File: src/rtl/attr_pkg.sv
package attr_pkg;
  typedef enum logic {
    PH_INDEX = 1'b0,
    PH_DATA  = 1'b1
  } phase_e;

  typedef enum logic [1:0] {
    RK_NONE  = 2'd0,
    RK_INDEX = 2'd1,
    RK_DATA  = 2'd2,
    RK_STAT  = 2'd3
  } rd_kind_e;
endpackage

File: src/rtl/attr_phase.sv
module attr_phase
  import attr_pkg::*;
(
  input  logic   clk,
  input  logic   rst,
  input  logic   wr_en,
  input  logic   stat_rd,
  input  logic   idx_rd,
  output phase_e phase,
  output logic   idx_we,
  output logic   reg_we
);
  phase_e phase_q;

  // Decode the current meaning of a write on the shared port.
  assign idx_we = wr_en && (phase_q == PH_INDEX);
  assign reg_we = wr_en && (phase_q == PH_DATA);
  assign phase  = phase_q;

  always_ff @(posedge clk) begin
    if (rst)          phase_q <= PH_INDEX;
    else if (stat_rd) phase_q <= PH_INDEX;
    else if (wr_en)   phase_q <= (phase_q == PH_INDEX) ? PH_DATA : PH_INDEX;
  end

  // an index write leads to the data phase
  a_r2_to_data: assert property (@(posedge clk) disable iff (rst)
    (wr_en && !stat_rd && phase_q == PH_INDEX) |=> (phase_q == PH_DATA));
  // a data write leads back to the index phase
  a_r3_to_index: assert property (@(posedge clk) disable iff (rst)
    (wr_en && phase_q == PH_DATA) |=> (phase_q == PH_INDEX));
  // a status read always forces the index phase
  a_r4_stat_clear: assert property (@(posedge clk) disable iff (rst)
    stat_rd |=> (phase_q == PH_INDEX));
  // reads other than status leave the phase alone
  a_r5_hold: assert property (@(posedge clk) disable iff (rst)
    (idx_rd && !wr_en && !stat_rd) |=> $stable(phase_q));
endmodule

File: src/rtl/attr_regfile.sv
module attr_regfile #(
  parameter int NUM_REGS = 21,
  parameter int DATA_W   = 8,
  parameter int SEL_W    = 5
) (
  input  logic              clk,
  input  logic              rst,
  input  logic              we,
  input  logic [SEL_W-1:0]  wsel,
  input  logic [DATA_W-1:0] wdata,
  input  logic              re,
  input  logic [SEL_W-1:0]  rsel,
  output logic [DATA_W-1:0] q
);
  localparam int SEL_SPAN = 1 << SEL_W;

  logic [DATA_W-1:0] mem [NUM_REGS];
  logic w_ok, r_ok;

  // Pick the range check: a fully populated bank needs none.
  generate
    if (NUM_REGS >= SEL_SPAN) begin : g_full
      assign w_ok = 1'b1;
      assign r_ok = 1'b1;
    end else begin : g_part
      localparam logic [SEL_W:0] LIMIT = NUM_REGS[SEL_W:0];
      assign w_ok = ({1'b0, wsel} < LIMIT);
      assign r_ok = ({1'b0, rsel} < LIMIT);
    end
  endgenerate

  // Storage without reset so it can map onto block or distributed RAM.
  always_ff @(posedge clk) begin
    if (we && w_ok) mem[wsel] <= wdata;
  end

  // Registered read port; out-of-range selects read as zero.
  always_ff @(posedge clk) begin
    if (rst)     q <= '0;
    else if (re) q <= r_ok ? mem[rsel] : '0;
  end

  // reads outside the bank return zero
  a_r7_oob_zero: assert property (@(posedge clk) disable iff (rst)
    (re && !r_ok) |=> (q == '0));
endmodule

File: src/rtl/attr_rdmux.sv
module attr_rdmux
  import attr_pkg::*;
#(
  parameter int DATA_W = 8
) (
  input  logic              clk,
  input  logic              rst,
  input  logic              idx_rd,
  input  logic              dat_rd,
  input  logic              stat_rd,
  input  logic [DATA_W-1:0] idx_val,
  input  logic [DATA_W-1:0] stat_in,
  input  logic [DATA_W-1:0] reg_q,
  output logic              rd_valid,
  output logic [DATA_W-1:0] rd_data
);
  rd_kind_e          kind_q;
  logic [DATA_W-1:0] idx_cap, stat_cap;

  always_ff @(posedge clk) begin
    if (rst) begin
      kind_q   <= RK_NONE;
      idx_cap  <= '0;
      stat_cap <= '0;
    end else begin
      if (stat_rd)     kind_q <= RK_STAT;
      else if (dat_rd) kind_q <= RK_DATA;
      else if (idx_rd) kind_q <= RK_INDEX;
      else             kind_q <= RK_NONE;
      if (idx_rd)  idx_cap  <= idx_val;
      if (stat_rd) stat_cap <= stat_in;
    end
  end

  // Selection among registered sources only; no extra cycle.
  always_comb begin
    unique case (kind_q)
      RK_INDEX: rd_data = idx_cap;
      RK_DATA:  rd_data = reg_q;
      RK_STAT:  rd_data = stat_cap;
      default:  rd_data = '0;
    endcase
  end

  assign rd_valid = (kind_q != RK_NONE);

  // each strobe yields a valid one cycle later
  a_r8_valid: assert property (@(posedge clk) disable iff (rst)
    (idx_rd || dat_rd || stat_rd) |=> rd_valid);
  // no valid without a strobe
  a_r8_quiet: assert property (@(posedge clk) disable iff (rst)
    !(idx_rd || dat_rd || stat_rd) |=> !rd_valid);
  // status read returns the sampled status byte
  a_r4_stat_data: assert property (@(posedge clk) disable iff (rst)
    stat_rd |=> (rd_data == $past(stat_in)));
endmodule

File: src/rtl/attr_port.sv
module attr_port
  import attr_pkg::*;
#(
  parameter int NUM_REGS = 21,
  parameter int DATA_W   = 8,
  parameter int SEL_W    = 5
) (
  input  logic              clk,
  input  logic              rst,
  input  logic              wr_en,
  input  logic [DATA_W-1:0] wr_data,
  input  logic              idx_rd,
  input  logic              dat_rd,
  input  logic              stat_rd,
  input  logic [DATA_W-1:0] stat_in,
  output logic              rd_valid,
  output logic [DATA_W-1:0] rd_data,
  output logic              data_phase,
  output logic              flag_out
);
  localparam int FLAG_BIT = SEL_W;

  phase_e            phase;
  logic              idx_we, reg_we;
  logic [DATA_W-1:0] idx_q;
  logic [DATA_W-1:0] reg_q;
  logic [SEL_W-1:0]  sel;

  attr_phase u_phase (
    .clk     (clk),
    .rst     (rst),
    .wr_en   (wr_en),
    .stat_rd (stat_rd),
    .idx_rd  (idx_rd),
    .phase   (phase),
    .idx_we  (idx_we),
    .reg_we  (reg_we)
  );

  always_ff @(posedge clk) begin
    if (rst)         idx_q <= '0;
    else if (idx_we) idx_q <= wr_data;
  end

  assign sel        = idx_q[SEL_W-1:0];
  assign flag_out   = idx_q[FLAG_BIT];
  assign data_phase = (phase == PH_DATA);

  attr_regfile #(
    .NUM_REGS (NUM_REGS),
    .DATA_W   (DATA_W),
    .SEL_W    (SEL_W)
  ) u_regs (
    .clk   (clk),
    .rst   (rst),
    .we    (reg_we),
    .wsel  (sel),
    .wdata (wr_data),
    .re    (dat_rd),
    .rsel  (sel),
    .q     (reg_q)
  );

  attr_rdmux #(
    .DATA_W (DATA_W)
  ) u_rdmux (
    .clk      (clk),
    .rst      (rst),
    .idx_rd   (idx_rd),
    .dat_rd   (dat_rd),
    .stat_rd  (stat_rd),
    .idx_val  (idx_q),
    .stat_in  (stat_in),
    .reg_q    (reg_q),
    .rd_valid (rd_valid),
    .rd_data  (rd_data)
  );

  // the flag follows bit 5 of each index write
  a_r6_flag: assert property (@(posedge clk) disable iff (rst)
    (wr_en && !data_phase) |=> (flag_out == $past(wr_data[FLAG_BIT])));
  // right after reset the block waits for an index
  a_r1_reset: assert property (@(posedge clk)
    $past(rst) |-> (!data_phase && !flag_out && !rd_valid));
endmodule

File: config.mk
export PLATFORM = sky130hd
export DESIGN_NAME = attr_port
export DESIGN_NICKNAME = d
export VERILOG_FILES = /design/src/rtl/attr_pkg.sv /design/src/rtl/attr_phase.sv /design/src/rtl/attr_regfile.sv /design/src/rtl/attr_rdmux.sv /design/src/rtl/attr_port.sv
export SDC_FILE = /design/constraint.sdc
export NUM_CORES = 1
export LEC_CHECK = 0
export ABC_AREA = 1
export BUFFER_PORTS_ARGS = -buffer_cell sky130_fd_sc_hd__clkbuf_2
export CAP_MARGIN = 30
export CELL_PAD_IN_SITES_DETAIL_PLACEMENT = 0
export CELL_PAD_IN_SITES_GLOBAL_PLACEMENT = 1
export CORE_UTILIZATION = 49
export CTS_CLUSTER_DIAMETER = 100
export CTS_CLUSTER_SIZE = 8
export DETAILED_ROUTE_END_ITERATION = 16
export PLACE_DENSITY_LB_ADDON = 0.1
export SLEW_MARGIN = 20
export SYNTH_ARGS = -nofsm -noshare
export SYNTH_HDL_FRONTEND = slang
export SYNTH_SLANG_ARGS = --single-unit
File: constraint.sdc
create_clock -name clk -period 2.4 [get_ports clk]
set_clock_uncertainty 0.05 [all_clocks]
set_input_delay 0.12 -clock clk [delete_from_list [all_inputs] [get_ports clk]]
set_output_delay 0.12 -clock clk [all_outputs]
set_load 0.05 [all_outputs]
==> reports/metrics.yaml <==
die_x_um: 135
drive_gt1_share_pct: 9.59
place_congestion: 0.876
p_per_area_mw_per_mm2: 808
slowest_stage: "nor2_1"
period_minus_slack_ns: 2.05
fmax_mhz: 487
cts_tree: "built"
path_class: "reg2out"
finalHoldViolCount: 0
outcome: "completed"
setup_viol: 0
worst_setup_path_end_kind: "output pin"
maxCapViolCount: 0
via_per_inst: 5.21
ys_warn_count: 0
grt_pass1_vias: 5869
dp_hpwl_um: 12800
path_cells: "inv_1 > nor2_1 > nand2_1 > nand3_1 > clkbuf_2"
start_util_pct: 50.0
cts_setup_buffers: 0
insertedDiodeCount: 0
cts_buffers: 29
rows: 48
clkSlewWorstSetupHoldPaths_ns: 0.05
fin_nets: 952
syn_to_final_growth_pct: 15.8
drtIter0Drc: 436
layout_setup_ws_ns: 0.346
drv_slew: 0
tightest_slew_ns: 0.860
cts.sinks: 208
antenna_found_initial: 0
nFillCells: 1496
wl_met1_um: 9270
ant_nets: 0
dr_wl_met2_um: 9750
peakVddDrop_uv: 728
syn_nets: 882
layout_common_cells: "nand2_1 (291), edfxtp_1 (168), nand3_1 (100), inv_1 (80), nor2_1 (68)"
post-route-period-util_pct: 85.6
relSlewSlack_pct: 42.6
cts_root_buf: "clkbuf_16"
grt_pass1_wl_um: 32300
routed_wl_um: 20800
num_vias: 6062
start_kind: "flip-flop"
grt_start_max_net_pins: 81
htreeDepth: 1
coreArea_mm2: 0.0173
fp.dieH_um: 135
post_drt_wl_per_cell_um: 17.9
clockBufferDepth: 3
avgSynthCellArea_um2: 10.1
rsz0062_at_grt: "no"
clk_latency_ns: 0.52
grt_overflow: 0
yosys_register_bits: 208
routed.top_layer: "met4"
worst_ep_required_time_ns: 2.23
critPathMaxStageDelay_ns: 0.43
dr.pass1.iters: 5
synth_cells: 860
synthesis.area_mm2: 0.00865
yosysSeqAreaShare_pct: 67.6
tns_ns: 0
power_uw: 8100
cp_max_fo: 8
cts_resized: 0
place_worst_setup_slack_ns: 0.393
whs_ns: 0.0905
grtUsageTotal_pct: 24.0
cp.arrival_ns: 1.88
ys_types: 19
numPortBuffers: 32
final_common_cell: "nand2_1"
num_io_pins: 33
leakage_uw: 0.00406
route.detailed.drc: 0
met3_length_um: 1240
hold_path.class: "in2reg"
die-area_mm2: 0.0182
==> synth_stat cells <==
cell type  count  area (um2)
dfxtp_1       40         801
a211oi_1       9        67.6
o21ai_0        1        5.00
nand3_1      100         500
clkbuf_1       8        30.0
nand2_1      291        1090
o21ai_1       16        80.1
inv_6          1        8.76
nor4_1         1        6.26
buf_1          1        3.75
inv_1         80         300
inv_2          1        3.75
clkinv_1       2        7.51
nor2_1        68         255
a21oi_1       42         210
edfxtp_1     168        5040
buf_4          6        45.0
buf_2         15        75.1
buf_6         10         113
==> registers in the layout, summed over array words and instances, names as in the netlist, named ones only <==
name,count
u_regs.mem,168
u_rdmux.stat_cap,8
u_rdmux.idx_cap,8
u_rdmux.kind_q,2
u_phase.phase,1
idx_q,8
u_regs.q,8
==> path summary, 6_finish.rpt <==
path / startpoint / endpoint / slack [ns] / cells past startpoint
worst max-delay path: u_rdmux.kind_q[0]$_SDFF_PP0_ / rd_data[3] / 0.35 / 5
worst min-delay path: wr_data[3] / u_regs.mem[4][3]$_DFFE_PP_ / 0.09 / 1
worst max register to register: idx_q[2]$_SDFFE_PP0N_ / u_regs.mem[17][3]$_DFFE_PP_ / 0.36 / 7
worst min register to register: idx_q[7]$_SDFFE_PP0N_ / u_rdmux.idx_cap[7]$_SDFFE_PP0P_ / 0.41 / 2
==> layout make-up <==
cell class	count	area, um2	area share [%]
multi-input combinational	528	2220	22.1
inverter	84	320	3.20
tap	225	282	2.81
timing repair buffer	79	591	5.89
sequential	208	5850	58.4
clock buffer	39	763	7.62
==> through the flow <==
stage / instance area (um2) / util, % / instances
floorplan: 8650 / - / 860
detailed placement: 9050 / 52.3 / 1103
finish: 10000 / 57.9 / 1163
global placement: 9050 / 52.3 / 1103
CTS: 10000 / 57.9 / 1163
global route: 10000 / 57.9 / 1163
==> cells by family after synthesis <==
kind of cell	Yosys count	share of synthesized area, %
AO/OA/AOI/OAI	68	4.19
buffers and inverters	124	6.78
flip-flops	208	67.6
AND/OR/NAND/NOR	460	21.4
==> timing repair <==
action                     in CTS  in global routing
setup endpoints to repair       0                  0
hold buffers                   21                  0
hold endpoints to repair       24                  0
==> critical path, delay by kind of cell (launching register included) <==
| kind | cells | cell delay [ns] |
|---|---|---|
| buffers and inverters | 2 | 0.33 |
| DFF | 1 | 0.35 |
| and+or+nand+nor | 3 | 0.68 |
==> routing by layer <==
layer  vias to the layer above  GRT usage (%)
met5                         -              0
met4                         0           8.74
met3                        34           3.15
met2                       176           38.2
met1                      2892           33.7
li1                       2960              -
==> report_power, final <==
group          total (uW)  switching (uW)  internal (uW)
Sequential           3990            33.6           3950
Combinational         621             442            179
Clock                3490            1340           2150
(Power assumes the default switching activity.)
